--- src/rtl/sirq_pkg.sv ---
package sirq_pkg;
   localparam int unsigned REG_DW    = 32;
   localparam int unsigned OFF_ENA   = 0;
   localparam int unsigned OFF_RAW   = 4;
   localparam int unsigned OFF_PEND  = 8;
   localparam int unsigned OFF_SENSE = 12;
   localparam int unsigned OFF_MODE  = 16;
   localparam int unsigned OFF_ROUTE = 20;
endpackage

--- src/rtl/sirq_sync.sv ---
module sirq_sync #(
   parameter int unsigned WIDTH  = 32,
   parameter int unsigned STAGES = 2
) (
   input  logic             clk_i,
   input  logic             rst_ni,
   input  logic [WIDTH-1:0] d_i,
   output logic [WIDTH-1:0] q_o
);
   if (STAGES < 2) begin : g_bad_depth
      $error("sirq_sync: STAGES must be at least 2");
   end

   logic [WIDTH-1:0] stg_q [STAGES];

   for (genvar s = 0; s < int'(STAGES); s++) begin : g_stage
      if (s == 0) begin : g_first
         always_ff @(posedge clk_i or negedge rst_ni) begin
            if (!rst_ni) stg_q[0] <= '0;
            else         stg_q[0] <= d_i;
         end
      end else begin : g_next
         always_ff @(posedge clk_i or negedge rst_ni) begin
            if (!rst_ni) stg_q[s] <= '0;
            else         stg_q[s] <= stg_q[s-1];
         end
      end
   end

   assign q_o = stg_q[STAGES-1];
endmodule

--- src/rtl/sirq_detect.sv ---
module sirq_detect #(
   parameter int unsigned NSRC = 32
) (
   input  logic            clk_i,
   input  logic            rst_ni,
   input  logic [NSRC-1:0] sync_i,
   input  logic [NSRC-1:0] sense_i,
   input  logic [NSRC-1:0] mode_i,
   input  logic [NSRC-1:0] ack_i,
   output logic [NSRC-1:0] raw_o
);
   logic [NSRC-1:0] prev_q;
   logic [NSRC-1:0] hit;
   logic [NSRC-1:0] level;
   logic [NSRC-1:0] latch_q;

   always_ff @(posedge clk_i or negedge rst_ni) begin
      if (!rst_ni) prev_q <= '0;
      else         prev_q <= sync_i;
   end

   for (genvar g = 0; g < int'(NSRC); g++) begin : g_src
      logic rise, fall;
      assign rise     = sync_i[g] & ~prev_q[g];
      assign fall     = ~sync_i[g] & prev_q[g];
      assign hit[g]   = sense_i[g] ? rise : fall;
      assign level[g] = ~(sync_i[g] ^ sense_i[g]);

      always_ff @(posedge clk_i or negedge rst_ni) begin
         if (!rst_ni)        latch_q[g] <= 1'b0;
         else if (mode_i[g]) latch_q[g] <= hit[g] | (latch_q[g] & ~ack_i[g]);
         else                latch_q[g] <= 1'b0;
      end

      assign raw_o[g] = mode_i[g] ? latch_q[g] : level[g];

      // a fresh event outranks a clearing write
      a_r6_edge_wins: assert property (@(posedge clk_i) disable iff (!rst_ni)
         (mode_i[g] && hit[g]) |=> latch_q[g]);
      // clearing write without a new event drops the event
      a_r5_ack_clears: assert property (@(posedge clk_i) disable iff (!rst_ni)
         (mode_i[g] && ack_i[g] && !hit[g]) |=> !latch_q[g]);
      // caught event persists while not cleared
      a_r4_event_holds: assert property (@(posedge clk_i) disable iff (!rst_ni)
         (mode_i[g] && mode_i[g] && latch_q[g] && !ack_i[g]) |=> latch_q[g]);
   end
endmodule

--- src/rtl/sirq_regs.sv ---
module sirq_regs
   import sirq_pkg::*;
#(
   parameter int unsigned NSRC   = 32,
   parameter int unsigned ADDR_W = 5
) (
   input  logic              clk_i,
   input  logic              rst_ni,
   input  logic              wr_en_i,
   input  logic [ADDR_W-1:0] addr_i,
   input  logic [REG_DW-1:0] wdata_i,
   input  logic [NSRC-1:0]   raw_i,
   output logic [NSRC-1:0]   ena_o,
   output logic [NSRC-1:0]   sense_o,
   output logic [NSRC-1:0]   mode_o,
   output logic [NSRC-1:0]   route_o,
   output logic [NSRC-1:0]   ack_o,
   output logic [NSRC-1:0]   pend_o,
   output logic [REG_DW-1:0] rdata_o
);
   localparam logic [ADDR_W-1:0] A_ENA   = ADDR_W'(OFF_ENA);
   localparam logic [ADDR_W-1:0] A_RAW   = ADDR_W'(OFF_RAW);
   localparam logic [ADDR_W-1:0] A_PEND  = ADDR_W'(OFF_PEND);
   localparam logic [ADDR_W-1:0] A_SENSE = ADDR_W'(OFF_SENSE);
   localparam logic [ADDR_W-1:0] A_MODE  = ADDR_W'(OFF_MODE);
   localparam logic [ADDR_W-1:0] A_ROUTE = ADDR_W'(OFF_ROUTE);

   logic [NSRC-1:0] ena_q, sense_q, mode_q, route_q;
   logic [NSRC-1:0] wsrc;

   assign wsrc = wdata_i[NSRC-1:0];

   always_ff @(posedge clk_i or negedge rst_ni) begin
      if (!rst_ni) begin
         ena_q   <= '0;
         sense_q <= '0;
         mode_q  <= '0;
         route_q <= '0;
      end else if (wr_en_i) begin
         if (addr_i == A_ENA)   ena_q   <= wsrc;
         if (addr_i == A_SENSE) sense_q <= wsrc;
         if (addr_i == A_MODE)  mode_q  <= wsrc;
         if (addr_i == A_ROUTE) route_q <= wsrc;
      end
   end

   assign ack_o   = (wr_en_i && addr_i == A_RAW) ? wsrc : '0;
   assign pend_o  = raw_i & ena_q;
   assign ena_o   = ena_q;
   assign sense_o = sense_q;
   assign mode_o  = mode_q;
   assign route_o = route_q;

   always_comb begin
      rdata_o = '0;
      case (addr_i)
         A_ENA:   rdata_o = REG_DW'(ena_q);
         A_RAW:   rdata_o = REG_DW'(raw_i);
         A_PEND:  rdata_o = REG_DW'(pend_o);
         A_SENSE: rdata_o = REG_DW'(sense_q);
         A_MODE:  rdata_o = REG_DW'(mode_q);
         A_ROUTE: rdata_o = REG_DW'(route_q);
         default: rdata_o = '0;
      endcase
   end

   // enable register takes the written word
   a_r2_ena_write: assert property (@(posedge clk_i) disable iff (!rst_ni)
      (wr_en_i && addr_i == A_ENA) |=> ena_q == $past(wsrc));
   // the pending offset is read-only
   a_r7_pend_ro: assert property (@(posedge clk_i) disable iff (!rst_ni)
      (wr_en_i && addr_i == A_PEND) |=>
         ($stable(ena_q) && $stable(sense_q) && $stable(mode_q) && $stable(route_q)));
endmodule

--- src/rtl/sirq_route.sv ---
module sirq_route #(
   parameter int unsigned NSRC    = 32,
   parameter int unsigned OUT_REG = 0
) (
   input  logic            clk_i,
   input  logic            rst_ni,
   input  logic [NSRC-1:0] pend_i,
   input  logic [NSRC-1:0] route_i,
   output logic            irq_o,
   output logic            fiq_o
);
   if (OUT_REG > 1) begin : g_bad_opt
      $error("sirq_route: OUT_REG must be 0 or 1");
   end

   logic irq_d, fiq_d;
   assign irq_d = |(pend_i & ~route_i);
   assign fiq_d = |(pend_i & route_i);

   if (OUT_REG == 0) begin : g_comb
      assign irq_o = irq_d;
      assign fiq_o = fiq_d;
   end else begin : g_flop
      logic irq_q, fiq_q;
      always_ff @(posedge clk_i or negedge rst_ni) begin
         if (!rst_ni) begin
            irq_q <= 1'b0;
            fiq_q <= 1'b0;
         end else begin
            irq_q <= irq_d;
            fiq_q <= fiq_d;
         end
      end
      assign irq_o = irq_q;
      assign fiq_o = fiq_q;
   end

   // no request leaves while nothing has been pending
   a_r8_quiet: assert property (@(posedge clk_i) disable iff (!rst_ni)
      ($past(pend_i) == '0 && pend_i == '0) |-> (!irq_o && !fiq_o));
endmodule

--- src/rtl/sirq_hub.sv ---
module sirq_hub
   import sirq_pkg::*;
#(
   parameter int unsigned NSRC        = 32,
   parameter int unsigned ADDR_W      = 5,
   parameter int unsigned SYNC_STAGES = 2,
   parameter int unsigned OUT_REG     = 0
) (
   input  logic              clk_i,
   input  logic              rst_ni,
   input  logic [NSRC-1:0]   src_i,
   input  logic              wr_en_i,
   input  logic [ADDR_W-1:0] addr_i,
   input  logic [REG_DW-1:0] wdata_i,
   output logic [REG_DW-1:0] rdata_o,
   output logic              irq_o,
   output logic              fiq_o
);
   if (NSRC < 1 || NSRC > REG_DW) begin : g_bad_nsrc
      $error("sirq_hub: NSRC must be within 1..32");
   end
   if (ADDR_W < 5) begin : g_bad_addr
      $error("sirq_hub: ADDR_W must reach offset 0x14");
   end

   logic [NSRC-1:0] sync, raw, ena, sense, mode, route, ack, pend;

   sirq_sync #(.WIDTH(NSRC), .STAGES(SYNC_STAGES)) i_sync (
      .clk_i, .rst_ni, .d_i(src_i), .q_o(sync)
   );

   sirq_detect #(.NSRC(NSRC)) i_detect (
      .clk_i, .rst_ni, .sync_i(sync), .sense_i(sense), .mode_i(mode),
      .ack_i(ack), .raw_o(raw)
   );

   sirq_regs #(.NSRC(NSRC), .ADDR_W(ADDR_W)) i_regs (
      .clk_i, .rst_ni, .wr_en_i, .addr_i, .wdata_i, .raw_i(raw),
      .ena_o(ena), .sense_o(sense), .mode_o(mode), .route_o(route),
      .ack_o(ack), .pend_o(pend), .rdata_o
   );

   sirq_route #(.NSRC(NSRC), .OUT_REG(OUT_REG)) i_route (
      .clk_i, .rst_ni, .pend_i(pend), .route_i(route), .irq_o, .fiq_o
   );

   // configuration is cleared on the first cycle out of reset
   a_r1_reset_clear: assert property (@(posedge clk_i) disable iff (!rst_ni)
      $rose(rst_ni) |-> (ena == '0 && sense == '0 && mode == '0 && route == '0));
   // with everything masked both outputs rest low
   a_r8_masked_idle: assert property (@(posedge clk_i) disable iff (!rst_ni)
      ($past(ena) == '0 && ena == '0) |-> (!irq_o && !fiq_o));
endmodule

--- config.mk ---
export PLATFORM = sky130hd
export DESIGN_NAME = sirq_hub
export DESIGN_NICKNAME = d
export VERILOG_FILES = /design/src/rtl/sirq_pkg.sv /design/src/rtl/sirq_sync.sv /design/src/rtl/sirq_detect.sv /design/src/rtl/sirq_regs.sv /design/src/rtl/sirq_route.sv /design/src/rtl/sirq_hub.sv
export SDC_FILE = /design/constraint.sdc
export NUM_CORES = 1
export LEC_CHECK = 0
export ABC_AREA = 1
export BUFFER_PORTS_ARGS = -buffer_cell sky130_fd_sc_hd__buf_2
export CELL_PAD_IN_SITES_DETAIL_PLACEMENT = 1
export CELL_PAD_IN_SITES_GLOBAL_PLACEMENT = 1
export CORE_AREA = 4 4 228 175
export CTS_CLUSTER_SIZE = 24
export DETAILED_ROUTE_END_ITERATION = 8
export DIE_AREA = 0 0 232 179
export PLACE_DENSITY = 0.65
export SKIP_LAST_GASP = 1
export SLEW_MARGIN = 30
export SYNTH_ARGS = -nofsm -noshare
export SYNTH_HDL_FRONTEND = slang
export SYNTH_HIERARCHICAL = 1
export SYNTH_SLANG_ARGS = --single-unit
--- constraint.sdc ---
create_clock -name clk_i -period 4.8 [get_ports clk_i]
set_clock_uncertainty 0.05 [all_clocks]
set_input_delay 1.2 -clock clk_i [delete_from_list [all_inputs] [get_ports clk_i]]
set_output_delay 1.2 -clock clk_i [all_outputs]
set_load 0.05 [all_outputs]
After elaboration in Yosys (flattened, before gate mapping)
Cells that the tools add are included.

operators by class
  eq/ne operators = 5
  mux-type cells = 98
  bitwise operators = 292
  reductions and logical operators = 8

operators with widths
  kind                                            count
  one-hot mux 32 bit (6 select lines)             1
  NOT 1 bit                                       128
  AND 1 bit                                       96
  AND 32 bit                                      3
  two-way mux 1 bit                               96
  OR reduction 32 bit                             2
  two-way mux 32 bit                              1
  NOT 32 bit                                      1
  bitwise OR 1 bit                                32
  bitwise XOR 1 bit                               32
  == test 5 x 4 -> 1 bit (second input constant)  2
  == test 5 bit (second input constant)           2
  AND reduction 2 bit                             4
  == test 5 x 3 -> 1 bit (second input constant)  1
  logical NOT 5 bit                               1
  logical AND 1 bit                               1

storage, ports and cells
  bits in registers = 256
  input bits = 72
  output and inout bits = 34
  word-level logic and storage cells = 442

Logic depth before layout (Yosys ltp)
  word-level depth = 7
  mapped depth = 11
  mapped depth without buffers = 10

By module
Netlist, hierarchy kept.

modules (own cells, without submodules)
  module       times used  cells each  area an instance (µm²)  seq. area each (µm²)
  sirq_regs    1           930         7280.7                  3203.1
  sirq_detect  1           448         3323.2                  1601.5
  sirq_sync    1           96          1841.8                  1601.5
  sirq_route   1           155         585.6                   0.0

Least setup slack after synthesis
Ideal clock, no wire load.

  kind = input -> output
  from = input port addr_i[2]
  to = output port rdata_o[0]
  arrival time = 2355 ps
  data required time = 3550 ps
  setup slack = 1195 ps
  stages on the path = 7
  buffers on the path = 3
  cells stage by stage = buf_4 > nor2_4 > buf_6 > buf_2 > nand4_1 > o21a_1 > nand2_1

on the way
  word-level cells in the longest chain between the ends = 2
  elaborated cells between the ends (all ways) = 7
  those cells by class = eq/ne (5); mux (1); reduce/logical (1)

RTL lines
  item                                   RTL line         text
  from (decl)                            sirq_hub.sv:13   input logic [ADDR_W-1:0] addr_i,
  == test 5 bit (tied with other cells)  sirq_regs.sv:56  case (addr_i)
  one-hot mux 32 bit (6 select lines) *  sirq_regs.sv:56
  to (decl)                              sirq_hub.sv:15   output logic [REG_DW-1:0] rdata_o,

Every way passes the cells marked *; elsewhere a longest branch is shown, timed or not.

Worst setup path after layout
  from = input port addr_i[4]
  to = output port rdata_o[19]

The elaborated chain is that of the path after synthesis.

==> impl_metrics.env <==
export IMPL_status="finished, final reports clean"
export IMPL_multi_input_area_um2=5190
export IMPL_crit_path_start_kind="primary input"
export IMPL_fp_dieArea_um2=41500
export IMPL_grt_setup_unrepaired="false"
export IMPL_numCtsBuffers=30
export IMPL_viasPerCell=5.01
export IMPL_cap_violations=0
export IMPL_firstDrtPassIters=5
export IMPL_seqCellArea_um2=6410
export IMPL_insertion_delay_ps=570
export IMPL_grt_max_degree=83
export IMPL_fin_util_pct=39.3
export IMPL_synth_xor_area_share_pct=2.15
export IMPL_ctsRootBufferMaster="clkbuf_16"
export IMPL_yosysWarnings=6
export IMPL_stdcell_area_um2=14800
export IMPL_end_kind="primary output"
export IMPL_io_pins=106
export IMPL_max_freq_ghz=0.250
export IMPL_core_area_um2=37700
export IMPL_async_reset_ff_share_pct=100
export IMPL_cts_buffer_depth=3
export IMPL_most_common_layout_cells="nand2_1, dfrtp_1, inv_1"
export IMPL_clkTransAtPathRegs_ps=50
export IMPL_rows=62
export IMPL_diodes=0
export IMPL_path_max_fanout=28
export IMPL_place_ws_ps=784
export IMPL_ctsHoldBuffers=0
export IMPL_grt_pass1_wl_mm=63.8
export IMPL_fin_crit_ps=4000
export IMPL_grt_overflow=0
export IMPL_cts_sinks=256
export IMPL_crit_start="addr_i[4]"
export IMPL_cts_resized=0
export IMPL_drtIter0Drc=638
export IMPL_final_layout_size_suffix_gt1_share_pct=13.2
export IMPL_min_period_over_period_pct=83.3
export IMPL_synth_edf_count=0
export IMPL_antenna_left=0
export IMPL_avgSynthCellArea_um2=8.00
export IMPL_tightest_slew_ps=735
export IMPL_synth_area_leader_cell="dfrtp_1"
export IMPL_crit_arrival_ps=2750
export IMPL_post_dp_hpwl_mm=26.4
export IMPL_grt_pass1_vias=11600
export IMPL_cts_htree_levels=1
export IMPL_tns_ps=0
export IMPL_wirelength_mm=39.5
export IMPL_ff2ff_setup_slack_ps=3870
export IMPL_drv_slew=0
export IMPL_final_common_cell="nand2_1"
export IMPL_numPortBuffers=105
export IMPL_ys_ff_latch=256
export IMPL_synth_top_family_by_area="simple AND/OR/NAND/NOR gates"
export IMPL_final_nets=1747
export IMPL_antenna_found_initial=1
export IMPL_syn_num_nets=1701
export IMPL_post_cts_buffers=0
export IMPL_start_util_pct=34.6
export IMPL_areaGrowthSynthToFinish_pct=13.8
export IMPL_reg2reg_from="i_regs/sense_o[11]"
export IMPL_required_ps=3550
export IMPL_routed_via_count=11100
export IMPL_ys_flop_type="dfrtp_1"
export IMPL_dpl_cell_area_um2=13900
export IMPL_die_width_um=232
export IMPL_synthSimpleGateAreaFrac_pct=28.6
export IMPL_synth_cell_area_um2=13000
export IMPL_ys_seq_area_share_pct=49.2
export IMPL_dieHeight_um=179
export IMPL_slew_headroom_pct=51.0
export IMPL_yosysUniqueCellTypes=21
export IMPL_cellLeakagePower_nw=7.78
export IMPL_rr_worst_depth=5
export IMPL_drc=0
export IMPL_fillCellCount=4619
export IMPL_powerDensity_nw_per_um2=403
export IMPL_stdcell_count=2207
export IMPL_grt_usage_pct=19.2
export IMPL_wire_per_inst_um=17.9
export IMPL_synthMuxAreaShare_pct=0
export IMPL_synth_adder_area_share_pct=0
export IMPL_yosys_top_cells_area="dfrtp_1, nand2_1, nand4_1, inv_1, o21ai_1"
export IMPL_r2r_end="i_detect/latch_q[11]"
export IMPL_timing_final_ws_setup_ps=800
export IMPL_hold_violations=0
export IMPL_endpoint="rdata_o[19]"
export IMPL_synthCells=1629
export IMPL_dp_cells=2155
export IMPL_path_class="in2out"
export IMPL_hold_class="reg2reg"
export IMPL_setup_viol=0
export IMPL_synth_top_cell_area_share_pct=49.2
export IMPL_synth_compound_area_share_pct=9.03
export IMPL_gp_congestion=0.810
export IMPL_ir_drop_v=0.000263
export IMPL_cts_tree="done"
## kinds of logic (layout without fill, tap and decap cells)
family | after synthesis | in the layout
xor gates and xnor gates | 32 | 32
AOI/OAI and AO/OA | 195 | 195
buffers and inverters | 312 | 378
DFF | 256 | 256
and+or+nand+nor | 834 | 834
## final cells by class
type | count | area share [%]
multi-input cells | 1061 | 35.0
repair buffers | 131 | 5.96
flip-flops and latches | 256 | 43.2
clock buffers | 40 | 5.72
clock inverters | 12 | 0.835
well taps | 512 | 4.32
inverters | 195 | 4.94
## power breakdown
| part | leakage [nW] | internal [mW] | switching, mW |
|---|---|---|---|
| Clock | 0.484 | 1.34 | 0.932 |
| Sequential | 3.22 | 2.43 | 0.294 |
| Combinational | 4.07 | 0.336 | 0.652 |
| Total | 7.78 | 4.10 | 1.88 |
## metal layers
layer	GRT usage [%]	routed length (µm)
met4	4.61	866
met5	0	17
met1	26.6	18800
met3	2.97	1720
met2	31.9	18200
## registers in the layout, summed over array words and instances (netlist names)
signal and cells:
i_detect/latch_q 32, i_detect/prev_q 32, i_regs/ena_o 32, i_regs/mode_o 32, i_regs/route_o 32, i_regs/sense_o 32, i_sync/q_o 32, i_sync/stg_q 32
## Yosys cell counts (3+ instances only)
library cell  number
clkbuf_1          14
o21ai_1          128
nand2_1          484
nor2_1           116
dfrtp_1          256
buf_2             57
inv_1            192
nand4_1          161
buf_4             39
nand4_4            3
nand3_1           64
xor2_1            32
o21ai_0            3
inv_2              3
nor2_4             3
o21a_1            32
o21ai_2           32
buf_6              7
## worst max-delay path, stage by stage
cell and delay [ps]:
buf_2 220, inv_2 440, buf_12 260, nand4_1 150, o21a_1 140, nand2_1 60
buf_2 260
## per-stage QoR
step,hold slack (ps),total power [mW]
2_1_floorplan,281,3.38
3_3_place_gp,282,3.71
3_5_place_dp,286,3.75
4_1_cts,299,6.07
5_1_grt,304,6.32
6_report,296,5.98
## worst min-delay path by stage
stage	cells after the start	endpoint	slack, ps	from
floorplan	0	i_sync/q_o[0]	280	i_sync/stg_q[32]
global placement	0	i_sync/q_o[24]	280	i_sync/stg_q[56]
detailed placement	0	i_sync/q_o[5]	290	i_sync/stg_q[37]
CTS	0	i_sync/q_o[16]	300	i_sync/stg_q[48]
global route	0	i_sync/q_o[2]	300	i_sync/stg_q[34]
finish	0	i_sync/q_o[2]	300	i_sync/stg_q[34]
Power figures use the tool's default switching activity.
